<file path="src/rtl/dll_pkg.sv">
package dll_pkg;

    typedef enum logic [1:0] {
        DIR_HOLD = 2'b00,
        DIR_UP   = 2'b01,
        DIR_DOWN = 2'b10
    } step_dir_e;

    typedef struct packed {
        logic      valid;
        step_dir_e dir;
    } step_req_t;

    function automatic step_dir_e decode_dir(input logic early, input logic late);
        if (early && !late)
            return DIR_UP;
        else if (late && !early)
            return DIR_DOWN;
        else
            return DIR_HOLD;
    endfunction

endpackage

</file>
<file path="src/rtl/dll_update_timer.sv">
module dll_update_timer #(
    parameter int INTERVAL = 8
) (
    input  logic clk,
    input  logic rst,
    input  logic run,
    input  logic start,
    output logic tick
);
    localparam int CW = (INTERVAL > 1) ? $clog2(INTERVAL) : 1;
    localparam logic [CW-1:0] LAST_CNT = CW'(INTERVAL - 1);

    logic [CW-1:0] cnt;

    always_ff @(posedge clk) begin
        if (rst || !run || start)
            cnt <= '0;
        else if (cnt == LAST_CNT)
            cnt <= '0;
        else
            cnt <= cnt + 1'b1;
    end

    assign tick = run && !start && (cnt == LAST_CNT);

    AST_TICK_SPACED: assert property (@(posedge clk) disable iff (rst)
        tick |=> !tick);

endmodule

</file>
<file path="src/rtl/dll_tap_counter.sv">
module dll_tap_counter
    import dll_pkg::*;
#(
    parameter int TAP_W = 7
) (
    input  logic             clk,
    input  logic             rst,
    input  logic             load,
    input  step_req_t        req,
    output logic [TAP_W-1:0] tap,
    output logic             wrap
);
    localparam logic [TAP_W-1:0] MID  = TAP_W'(1) << (TAP_W - 1);
    localparam logic [TAP_W-1:0] LAST = '1;
    localparam logic [TAP_W-1:0] ONE  = TAP_W'(1);

    always_ff @(posedge clk) begin
        if (rst || load)
            tap <= MID;
        else if (req.valid) begin
            case (req.dir)
                DIR_UP:   tap <= tap + ONE;
                DIR_DOWN: tap <= tap - ONE;
                default:  tap <= tap;
            endcase
        end
    end

    assign wrap = req.valid &&
                  (((req.dir == DIR_UP)   && (tap == LAST)) ||
                   ((req.dir == DIR_DOWN) && (tap == '0)));

    AST_STEP_UNIT: assert property (@(posedge clk) disable iff (rst || load)
        (req.valid && req.dir != DIR_HOLD) |=>
            ((tap == $past(tap) + ONE) || (tap == $past(tap) - ONE)));

    AST_IDLE_STILL: assert property (@(posedge clk) disable iff (rst || load)
        (!req.valid || req.dir == DIR_HOLD) |=> $stable(tap));

endmodule

</file>
<file path="src/rtl/dll_lock_tracker.sv">
module dll_lock_tracker
    import dll_pkg::*;
#(
    parameter int REVERSALS = 16,
    parameter int RUN       = 4
) (
    input  logic      clk,
    input  logic      rst,
    input  logic      clear,
    input  step_req_t req,
    output logic      locked
);
    localparam int RW = $clog2(REVERSALS + 1);
    localparam int SW = $clog2(RUN + 1);
    localparam logic [RW-1:0] REV_MAX = RW'(REVERSALS);
    localparam logic [SW-1:0] RUN_MAX = SW'(RUN);

    logic          have_last, have_last_n;
    step_dir_e     last_dir, last_dir_n;
    logic [RW-1:0] rev_cnt, rev_n;
    logic [SW-1:0] run_cnt, run_n;
    logic          locked_n;
    logic          moving, reversal;

    assign moving   = req.valid && (req.dir != DIR_HOLD);
    assign reversal = have_last && (req.dir != last_dir);

    always_comb begin
        have_last_n = have_last;
        last_dir_n  = last_dir;
        rev_n       = rev_cnt;
        run_n       = run_cnt;
        locked_n    = locked;
        if (moving) begin
            have_last_n = 1'b1;
            last_dir_n  = req.dir;
            if (reversal) begin
                rev_n = (rev_cnt == REV_MAX) ? REV_MAX : rev_cnt + 1'b1;
                run_n = SW'(1);
            end else begin
                rev_n = '0;
                run_n = (run_cnt == RUN_MAX) ? RUN_MAX : run_cnt + 1'b1;
            end
            if (rev_n == REV_MAX)
                locked_n = 1'b1;
            else if (run_n == RUN_MAX)
                locked_n = 1'b0;
        end
    end

    always_ff @(posedge clk) begin
        if (rst || clear) begin
            have_last <= 1'b0;
            last_dir  <= DIR_HOLD;
            rev_cnt   <= '0;
            run_cnt   <= '0;
            locked    <= 1'b0;
        end else begin
            have_last <= have_last_n;
            last_dir  <= last_dir_n;
            rev_cnt   <= rev_n;
            run_cnt   <= run_n;
            locked    <= locked_n;
        end
    end

    AST_LOCK_ON_UPDATE: assert property (@(posedge clk) disable iff (rst)
        $rose(locked) |-> $past(moving));

    AST_UNLOCK_ON_UPDATE: assert property (@(posedge clk) disable iff (rst)
        $fell(locked) |-> ($past(moving) || $past(clear)));

    AST_OFF_UNLOCKED: assert property (@(posedge clk) disable iff (rst)
        clear |=> !locked);

endmodule

</file>
<file path="src/rtl/dll_rollover_guard.sv">
module dll_rollover_guard #(
    parameter int TAP_W = 7
) (
    input  logic             clk,
    input  logic             rst,
    input  logic             active,
    input  logic             chk_en,
    input  logic [TAP_W-1:0] tap,
    input  logic             wrap,
    output logic             checkstop
);
    localparam logic [TAP_W-1:0] LAST = '1;

    logic at_edge;
    assign at_edge = active && (tap == LAST);

    always_ff @(posedge clk) begin
        if (rst)
            checkstop <= 1'b0;
        else if (chk_en && (at_edge || wrap))
            checkstop <= 1'b1;
    end

    AST_CHECKSTOP_STICKY: assert property (@(posedge clk) disable iff (rst)
        checkstop |=> checkstop);

    AST_CHECKSTOP_ARMED: assert property (@(posedge clk) disable iff (rst)
        $rose(checkstop) |-> $past(chk_en));

    AST_WRAP_TRIPS: assert property (@(posedge clk) disable iff (rst)
        (chk_en && wrap) |=> checkstop);

endmodule

</file>
<file path="src/rtl/dll_tap_ctrl.sv">
module dll_tap_ctrl
    import dll_pkg::*;
#(
    parameter int TAP_W          = 7,
    parameter int STEP_INTERVAL  = 8,
    parameter int LOCK_REVERSALS = 16,
    parameter int UNLOCK_RUN     = 4
) (
    input  logic             clk,
    input  logic             rst,
    input  logic             dll_en,
    input  logic             early,
    input  logic             late,
    input  logic             rollover_chk_en,
    output logic [TAP_W-1:0] tap_count,
    output logic             locked,
    output logic             checkstop
);
    logic      en_q;
    logic      load;
    logic      tick;
    logic      wrap;
    step_req_t req;

    always_ff @(posedge clk) begin
        if (rst)
            en_q <= 1'b0;
        else
            en_q <= dll_en;
    end

    assign load      = dll_en && !en_q;
    assign req.valid = tick;
    assign req.dir   = decode_dir(early, late);

    dll_update_timer #(.INTERVAL(STEP_INTERVAL)) u_timer (
        .clk   (clk),
        .rst   (rst),
        .run   (dll_en),
        .start (load),
        .tick  (tick)
    );

    dll_tap_counter #(.TAP_W(TAP_W)) u_taps (
        .clk  (clk),
        .rst  (rst),
        .load (load),
        .req  (req),
        .tap  (tap_count),
        .wrap (wrap)
    );

    dll_lock_tracker #(.REVERSALS(LOCK_REVERSALS), .RUN(UNLOCK_RUN)) u_lock (
        .clk    (clk),
        .rst    (rst),
        .clear  (!dll_en),
        .req    (req),
        .locked (locked)
    );

    dll_rollover_guard #(.TAP_W(TAP_W)) u_guard (
        .clk       (clk),
        .rst       (rst),
        .active    (dll_en),
        .chk_en    (rollover_chk_en),
        .tap       (tap_count),
        .wrap      (wrap),
        .checkstop (checkstop)
    );

    AST_DISABLED_FROZEN: assert property (@(posedge clk) disable iff (rst)
        !dll_en |=> $stable(tap_count));

    AST_LOAD_MID: assert property (@(posedge clk) disable iff (rst)
        (dll_en && !en_q) |=> (tap_count == (TAP_W'(1) << (TAP_W - 1))));

endmodule

</file>
<file path="config.mk">
export PLATFORM = sky130hd
export DESIGN_NAME = dll_tap_ctrl
export DESIGN_NICKNAME = d
export VERILOG_FILES = /design/src/rtl/dll_pkg.sv /design/src/rtl/dll_update_timer.sv /design/src/rtl/dll_tap_counter.sv /design/src/rtl/dll_lock_tracker.sv /design/src/rtl/dll_rollover_guard.sv /design/src/rtl/dll_tap_ctrl.sv
export SDC_FILE = /design/constraint.sdc
export NUM_CORES = 1
export LEC_CHECK = 0
export ABC_AREA = 1
export BUFFER_PORTS_ARGS = -buffer_cell sky130_fd_sc_hd__buf_2
export CAP_MARGIN = 0
export CORE_MARGIN = 2
export CORE_UTILIZATION = 53
export DETAILED_ROUTE_END_ITERATION = 10
export GPL_TIMING_DRIVEN = 0
export PLACE_DENSITY = 0.75
export SETUP_SLACK_MARGIN = 0.1
export SLEW_MARGIN = 40
export SYNTH_ARGS = -nofsm -noshare
export SYNTH_HDL_FRONTEND = slang
export SYNTH_HIERARCHICAL = 1
export SYNTH_SLANG_ARGS = --single-unit
export TNS_END_PERCENT = 20
</file>
<file path="constraint.sdc">
create_clock -name clk -period 1.84 [get_ports clk]
set_input_delay 0.184 -clock clk [delete_from_list [all_inputs] [get_ports clk]]
set_output_delay 0.184 -clock clk [all_outputs]
set_load 0.005 [all_outputs]
</file>
==> results of run 1 <==
power by group through the flow:
| stage | Clock (mW) | Combinational, mW | Sequential (mW) |
|---|---|---|---|
| after global placement | 0 | 0.0787 | 0.535 |
| final | 0.378 | 0.0866 | 0.524 |
| after global routing | 0.419 | 0.0962 | 0.525 |
| after CTS | 0.399 | 0.0822 | 0.524 |
| after floorplan | 0 | 0.0593 | 0.535 |
| after detailed placement | 0 | 0.0792 | 0.535 |
worst register-to-register path, stage by stage (launching register included):
cell and delay [ps]:
dfxtp_2 370, ha_4 140, ha_4 130, nor3b_4 210, inv_2 80, nor2_4 180, clkinvlp_4 240, a21oi_2 190
o21ai_1 70, inv_1 50
area by class of cell:
type	instances	area (µm²)	share of cell area, %
Clock inverter	1	30.03	1.573
Timing Repair Buffer	16	85.08	4.456
Clock buffer	3	22.52	1.180
Buffer	3	26.28	1.376
Inverter	45	177.7	9.305
Sequential cell	24	483.0	25.29
Multi-Input combinational cell	179	1044	54.65
Tap cell	33	41.29	2.163
routing by layer:
metal	global-route usage, %	vias up
met5	0	-
met4	3.810	0
met3	2.620	2
met2	33.28	18
met1	23.70	721
li1	-	837
metrics by stage:
| stage | utilization (%) | total power [mW] | setup slack, ps |
|---|---|---|---|
| 4_1_cts | 60.88 | 1.005 | 103.7 |
| 5_1_grt | 63.58 | 1.041 | 1.579 |
| 3_5_place_dp | 58.71 | 0.6143 | -284.8 |
| 3_3_place_gp | 58.71 | 0.6137 | -281.7 |
| 2_1_floorplan | - | 0.5941 | 102.0 |
| 6_report | 63.58 | 0.9895 | 148.7 |
cell families after synthesis:
group | after synthesis | synth area share, %
xor+xnor | 4 | 2.137
buf+inv | 48 | 12.21
fa+ha+maj | 10 | 7.634
compound gates | 37 | 13.13
flops | 24 | 29.31
simple gates | 128 | 35.57
sequential cells by signal, summed over array words and instances (netlist names):
register / count
u_guard/checkstop: 1
u_lock/have_last: 1
u_timer/cnt: 3
u_lock/last_dir: 2
u_taps/tap: 7
u_lock/locked: 1
en_q: 1
u_lock/rev_cnt: 5
u_lock/run_cnt: 3
cells in the final DEF (no fill, tap or decap), types with 5 or more instances in the layout:
cell	count
a21oi_2	8
inv_1	38
a21oi_1	12
nor2_2	5
o21ai_0	5
dfxtp_1	22
nand4_1	7
nand2_1	61
ha_1	7
nand2_2	8
nand3_1	17
buf_2	14
o21ai_1	7
nor2_1	20
worst max path at each step:
stage                              start       endpoint  slack [ps]  cells past startpoint
after floorplan                     late  u_taps/tap[4]         100                     15
after global placement    u_timer/cnt[0]  u_taps/tap[2]        -280                      8
after detailed placement  u_timer/cnt[0]  u_taps/tap[2]        -280                      9
after CTS                 u_timer/cnt[0]  u_taps/tap[2]         100                      9
after global routing      u_timer/cnt[0]  u_taps/tap[2]           2                      9
final                     u_timer/cnt[0]  u_taps/tap[2]         150                      9
timing repair:
| item | 4_1_cts | 5_1_grt |
|---|---|---|
| resized for setup | 3 | 17 |
| endpoints found under the setup margin | 8 | 8 |
| gates cloned | 0 | 0 |
| setup buffers | 0 | 2 |
| pin swaps | 0 | 5 |
| hold buffers | 0 | 0 |
==> impl_metrics.tcl, run 1 <==
set metrics [dict create \
    status "finished, final reports clean" \
    avgSynthCellArea_um2 6.530 \
    ys_types 28 \
    maxCapViolCount 0 \
    cp.arrival_ps 1960 \
    cpMostUsedCell "ha_4" \
    num_antenna_cells 0 \
    yosysTopAreaCell "dfxtp_1" \
    syn_area_mm2 0.001639 \
    syn_inst 251 \
    swShare_pct 22.00 \
    area_growth_pct 16.49 \
    clock-sinks 24 \
    rows 20 \
    routed.top_layer "met4" \
    period_needed_ps 1691 \
    rr_worst_depth 9 \
    start_util_pct 54.58 \
    p_leak_nw 0.8504 \
    r2r_slack_ps 150 \
    p_per_area_mw_per_mm2 518.2 \
    synth_most_common_cell "nand2_1" \
    combinationalPowerShare_pct 8.8 \
    clockBufferDepth 2 \
    yosys-top-cells-count "nand2_1, inv_1, dfxtp_1" \
    synth_ff_type "dfxtp_1" \
    worst_slew_pin_slew_ps 601.5 \
    timing.final.crit_share_pct 91.92 \
    cp_cell_sequence "ha_4, ha_4, nor3b_4, inv_2, nor2_4, clkinvlp_4, a21oi_2, o21ai_1, inv_1" \
    critical-path-max-stage-delay_ps 370 \
    num_io_pins 15 \
    p_clk_share_pct 38.2 \
    postLayoutCellArea_mm2 0.001909 \
    cts_tree "built" \
    worstPathRequired_ps 2110 \
    path_buf_inv 3 \
    synth-edff-count 0 \
    power.internal_mw 0.7718 \
    yosys_warnings 6 \
    die_y_um 59.61 \
    drive_above_1_share_pct 24.35 \
    syn-num-nets 267 \
    drc_errors 0 \
    path_class "reg2reg" \
    rsz0062_at_grt "yes" \
    yosysSeqAreaShare_pct 29.31 \
    wl_um 3143 \
    holdWs_ps 77.68 \
    end_kind "flip-flop" \
    start_kind "flip-flop" \
    ys_top_cells_by_area "dfxtp_1, nand2_1, inv_1" \
    hold_viol 0 \
    post-place-cells 298 \
    path_clk_slew_ps 130 \
    first_global_vias 1286 \
    p_sw_mw 0.2176 \
    first_pass_iters 4 \
    max-slew-margin-rel_pct 59.75 \
    wl_per_cell_um 10.34 \
    globalRouteOverflowTotal 0 \
    io_buffer_count 14 \
    tns_ps 0 \
    hp-class "in2reg" \
    met2_length_um 1582 \
    drt-initial-drc-count 72 \
    placed_area_mm2 0.001763 \
    gp_congestion 0.8695 \
    synth_top_area_share_pct 29.31 \
    critPathTopFamily "simple AND/OR/NAND/NOR gates" \
    rr_endpoint "u_taps/tap[2]" \
    final_cell_count_no_fill 304 \
    die-area_mm2 0.003553 \
    route.met3.wl_um 86 \
    ys_ff_latch 24 \
    ant_nets 0 \
    r2r_start "u_timer/cnt[0]" \
    wl_met1_um 1464 \
    min_to "u_guard/checkstop" \
    antenna_found_initial 0 \
    max_freq_mhz 591.3 \
    crit_slowest_cell "dfxtp_2" \
    grt_usage_pct 18.62 \
    setup_viol 0 \
    clk_latency_ps 310 \
    clockRootBuffer "clkbuf_4" \
    skew_ps 2.876 \
    htreeDepth 1 \
    post_drt_via_cell_ratio 5.191 \
    hp-start "rst" \
    grt_pass1_wl_um 5237 \
    synthArstFlopShare_pct 0 \
    vias 1578 \
    coreArea_mm2 0.003003 \
    p_seq_share_pct 53.0 \
    final_nets 288 \
    ir_drop_mv 0.3172 \
    drv_slew 0 \
    numCtsBuffers 3 \
    grt_max_degree 15 \
    dp_hpwl_um 2374 \
    hold-path-cell-count 2 \
    cp_max_fo 8 \
    n_fill_cell 286 \
    die_w_um 59.61 \
]
(Power assumes the default switching activity.)
==> run 2: changes to the inputs <==
- clock period: 1.84 -> 1.4 ns (I/O delays scaled with it)
==> run 2 against run 1 <==
The flow now finishes with violations (negative setup slack). Sequential cell count unchanged. Core utilization increased by 3.6 points. Non-clock buffer count up 6. Die area did not move. Sequential share of layout area down 1.3 points. Clock power up 36%. Register-to-register slack worse by 320 ps. Global-route usage up 1.8 points. Critical endpoint is now u_taps/tap[0]. Highest routed layer unchanged.
==> impl_metrics.tcl, run 2 (synthesis gave the netlist of run 1 again) <==
set metrics [dict create \
    largest_reg_flops 7 \
    clock-sinks 24 \
    cp_max_fo 3 \
    drt-initial-drc-count 54 \
    maxCapViolCount 0 \
    clockBufferDepth 2 \
    p_per_area_mw_per_mm2 662.5 \
    cp.arrival_ps 1780 \
    rsz0062_at_grt "yes" \
    cpMostUsedCell "ha_4" \
    critPathTopFamily "simple AND/OR/NAND/NOR gates" \
    num_io_pins 15 \
    first_pass_iters 4 \
    clk_latency_ps 320 \
    drv_slew 0 \
    setup_viol 19 \
    timing.final.crit_share_pct 112.6 \
    combinationalPowerShare_pct 10.0 \
    wl_um 3376 \
    num_antenna_cells 0 \
    p_sw_mw 0.3110 \
    rows 20 \
    period_needed_ps 1576 \
    coreArea_mm2 0.003003 \
    top_register "u_taps/tap" \
    hold_buffers 0 \
    drive_above_1_share_pct 28.88 \
    antenna_found_initial 0 \
    end_kind "flip-flop" \
    critical-path-max-stage-delay_ps 370 \
    postLayoutCellArea_mm2 0.002018 \
    area_growth_pct 23.13 \
    drc_errors 0 \
    die-area_mm2 0.003553 \
    hp-class "in2reg" \
    max_freq_mhz 634.5 \
    skew_ps 11.44 \
    gp_congestion 0.8360 \
    path_class "reg2reg" \
    wl_per_cell_um 10.89 \
    crit_slowest_cell "dfxtp_2" \
    ir_drop_mv 0.3991 \
    top_regs "u_taps/tap x7, u_lock/rev_cnt x5" \
    io_buffer_count 14 \
    p_clk_share_pct 38.4 \
    ant_nets 0 \
    final_cell_mix "nand2_1, inv_1, dfxtp_1" \
    p_total_mw 1.337 \
    hold_viol 0 \
    status "finished, violations left" \
    path_clk_slew_ps 150 \
    power.internal_mw 1.026 \
    p_leak_nw 0.8880 \
    worstPathRequired_ps 1610 \
    first_global_vias 1352 \
    htreeDepth 1 \
    globalRouteOverflowTotal 0 \
    die_w_um 59.61 \
    worst_slack_ps -176.1 \
    numCtsBuffers 3 \
    worst_slew_pin_slew_ps 664.5 \
    final_nets 294 \
    start_util_pct 54.58 \
    post_drt_via_cell_ratio 5.090 \
    grt_pass1_wl_um 5651 \
    clockRootBuffer "clkbuf_4" \
    die_y_um 59.61 \
    start_kind "flip-flop" \
    final_common_cell "nand2_1" \
    dp_hpwl_um 2358 \
    swShare_pct 23.26 \
    violations "negative setup slack" \
    cts_tree "built" \
    path_buf_inv 2 \
    vias 1578 \
    grt_usage_pct 20.37 \
    p_seq_share_pct 51.6 \
    placed_area_mm2 0.001808 \
    cp_cell_sequence "ha_4, ha_4, nor3b_4, inv_2, nor2_4, buf_6, nand2_1, nor3b_1" \
    holdWs_ps 10.23 \
    max-slew-margin-rel_pct 55.54 \
    grt_max_degree 15 \
]
run 2: path summary, 6_finish.rpt:
path | depth (start not counted) | slack, ps | endpoint | start
max | 8 | -180 | u_taps/tap[0] | u_timer/cnt[1]
min reg2reg | 1 | 430 | u_timer/cnt[0] | u_timer/cnt[0]
min | 2 | 10 | u_guard/checkstop | rst
max reg2reg | 8 | -180 | u_taps/tap[0] | u_timer/cnt[1]
run 2: cell type report:
class,count,area (µm²)
multi-input combinational,179,1086
fill,255,984.7
sequential,24,484.2
inverter,45,183.9
timing repair buffer,22,143.9
tap,33,41.29
clock inverter,1,30.03
buffer,3,26.28
clock buffer,3,22.52
run 2: what timing repair did:
item / in CTS / in global routing
setup buffers: 5 / 3
endpoints found under the hold margin: 0 / 0
setup endpoints to repair: 20 / 20
gates resized for setup: 18 / 11
pin swaps: 5 / 2
run 2: metrics by stage:
| step | setup TNS, ps | utilization [%] | setup slack (ps) | instances |
|---|---|---|---|---|
| after detailed placement | -4253 | 60.21 | -550.1 | 298 |
| after CTS | -1987 | 65.54 | -186.4 | 307 |
| after global routing | -3151 | 67.21 | -233.2 | 310 |
| after global placement | -4017 | 60.21 | -528.3 | 298 |
| after floorplan | -859.4 | - | -201.5 | 251 |
| final | -1702 | 67.21 | -176.1 | 310 |
run 2: layer usage:
layer / global-route usage, % / vias to the layer above / part of all wire, %
met5: 0 / - / 0
met4: 6.984 / 0 / 1.8
met3: 1.965 / 7 / 3.3
met2: 34.07 / 36 / 48
met1: 27.35 / 687 / 47
li1: - / 848 / -
run 2: worst register-to-register path: stages, from the launching register on:
cell and delay (ps):
dfxtp_2 370, ha_4 140, ha_4 130, nor3b_4 250, inv_2 80, nor2_4 170
buf_6 140, nand2_1 40, nor3b_1 140
run 2: power groups by stage:
| stage | Combinational [mW] | Clock (mW) | Sequential [mW] |
|---|---|---|---|
| after floorplan | 0.0857 | 0 | 0.703 |
| after global placement | 0.113 | 0 | 0.703 |
| after detailed placement | 0.114 | 0 | 0.703 |
| after CTS | 0.124 | 0.525 | 0.690 |
| after global routing | 0.148 | 0.542 | 0.690 |
| final | 0.134 | 0.514 | 0.689 |
==> run 3: changes to the inputs <==
- SKIP_CTS_REPAIR_TIMING: unset -> 1
==> run 3 against run 2 <==
The run still ends with negative setup slack left. Count of clock-buffer cells in the layout unchanged. Sequential power about the same. Power down 1.3%. Sequential cell count unchanged. Final cell count down 1.9%. Global-route usage down 1.3 points. Core utilization down 3.0 points. First-iteration DRC count up 33%. Sequential share of layout area up 1.0 points.
==> impl_metrics.tcl, run 3 (synthesis gave the netlist of run 1 again) <==
set metrics [dict create \
    status "finished, violations left" \
    violations "negative setup slack" \
    maxCapViolCount 0 \
    rr_endpoint "u_taps/tap[2]" \
    post-place-ws_ps -550.1 \
    rsz0062_at_grt "yes" \
    placed_area_mm2 0.001808 \
    postLayoutCellArea_mm2 0.001929 \
    start_util_pct 54.58 \
    io_buffer_count 14 \
    die_w_um 59.61 \
    clockBufferDepth 2 \
    post-place-cells 298 \
    final_cell_count_no_fill 304 \
    min_to "u_guard/checkstop" \
    p_leak_nw 0.8462 \
    rr_worst_depth 9 \
    r2r_start "u_timer/cnt[1]" \
    top_register "u_taps/tap" \
    cts_tree "built" \
    post_drt_via_cell_ratio 5.030 \
    dp_hpwl_um 2358 \
    ir_drop_mv 0.4136 \
    hold_viol 0 \
    period_needed_ps 1813 \
    wl_um 3226 \
    tns_ps -3444 \
    timing.final.crit_share_pct 129.5 \
    drv_slew 0 \
    worst_slew_pin_slew_ps 567.1 \
    clockRootBuffer "clkbuf_4" \
    area_growth_pct 17.71 \
    hp-class "in2reg" \
    antenna_found_initial 0 \
    largest_reg_flops 7 \
    cp.arrival_ps 2080 \
    hp-start "rst" \
    start_kind "flip-flop" \
    vias 1529 \
    grt_pass1_wl_um 5333 \
    numCtsBuffers 3 \
    worst_slack_ps -412.7 \
    max_freq_mhz 551.7 \
    grt_max_degree 15 \
    top_regs "u_taps/tap x7, u_lock/rev_cnt x5" \
    final_common_cell "nand2_1" \
    globalRouteOverflowTotal 0 \
    first_pass_iters 4 \
    die-area_mm2 0.003553 \
    cp_max_fo 8 \
    path_clk_slew_ps 150 \
    num_io_pins 15 \
    first_global_vias 1270 \
    fin_util_pct 64.25 \
    grt_usage_pct 19.09 \
    wl_per_cell_um 10.61 \
    num_antenna_cells 0 \
    clock-sinks 24 \
    rows 20 \
    crit_path_start "u_timer/cnt[1]" \
    p_per_area_mw_per_mm2 683.8 \
    max-slew-margin-rel_pct 62.06 \
    r2r_slack_ps -410 \
    final_cell_mix "nand2_1, inv_1, dfxtp_1" \
    clk_latency_ps 320 \
    holdWs_ps 12.07 \
    end_kind "flip-flop" \
    setup_viol 17 \
    p_total_mw 1.319 \
    path_class "reg2reg" \
    final_nets 288 \
    drc_errors 0 \
    skew_ps 12.28 \
    htreeDepth 1 \
    drt-initial-drc-count 72 \
    coreArea_mm2 0.003003 \
    gp_congestion 0.8360 \
    worstPathRequired_ps 1670 \
    ant_nets 0 \
    die_y_um 59.61 \
    drive_above_1_share_pct 24.72 \
    hold-path-cell-count 2 \
]
-- run 3: power by group --
part	total, mW	internal (mW)	switching (mW)
logic	0.120	0.0406	0.0792
registers	0.689	0.687	0.00236
clock network	0.510	0.290	0.220
-- run 3: final cells by class --
cell class                 count  area, µm²
clock buffer                   3      22.52
fill                         275       1074
timing repair buffer          16      85.08
inverter                      45      185.2
clock inverter                 1      30.03
sequential                    24      483.0
buffer                         3      26.28
tap                           33      41.29
multi-input combinational    179       1056
-- run 3: per-layer routing --
layer	routed length (µm)	vias to the layer above	GRT usage, %
met4	47	0	6.032
met5	0	-	0
li1	-	837	-
met1	1594	657	26.34
met2	1470	29	31.24
met3	113	6	1.965
-- run 3: how the worst max path moves through the flow --
stage,endpoint,depth (start not counted)
floorplan,u_taps/tap[4],17
global placement,u_taps/tap[4],18
detailed placement,u_taps/tap[4],18
CTS,u_taps/tap[2],9
global route,u_taps/tap[2],9
finish,u_taps/tap[2],9
-- run 3: critical path: stages, from the launching register on --
cell	delay [ps]
dfxtp_2	370
ha_4	140
ha_4	120
nor3b_4	220
inv_2	80
nor2_4	240
clkinvlp_4	260
a21oi_2	210
o21ai_1	80
inv_1	50
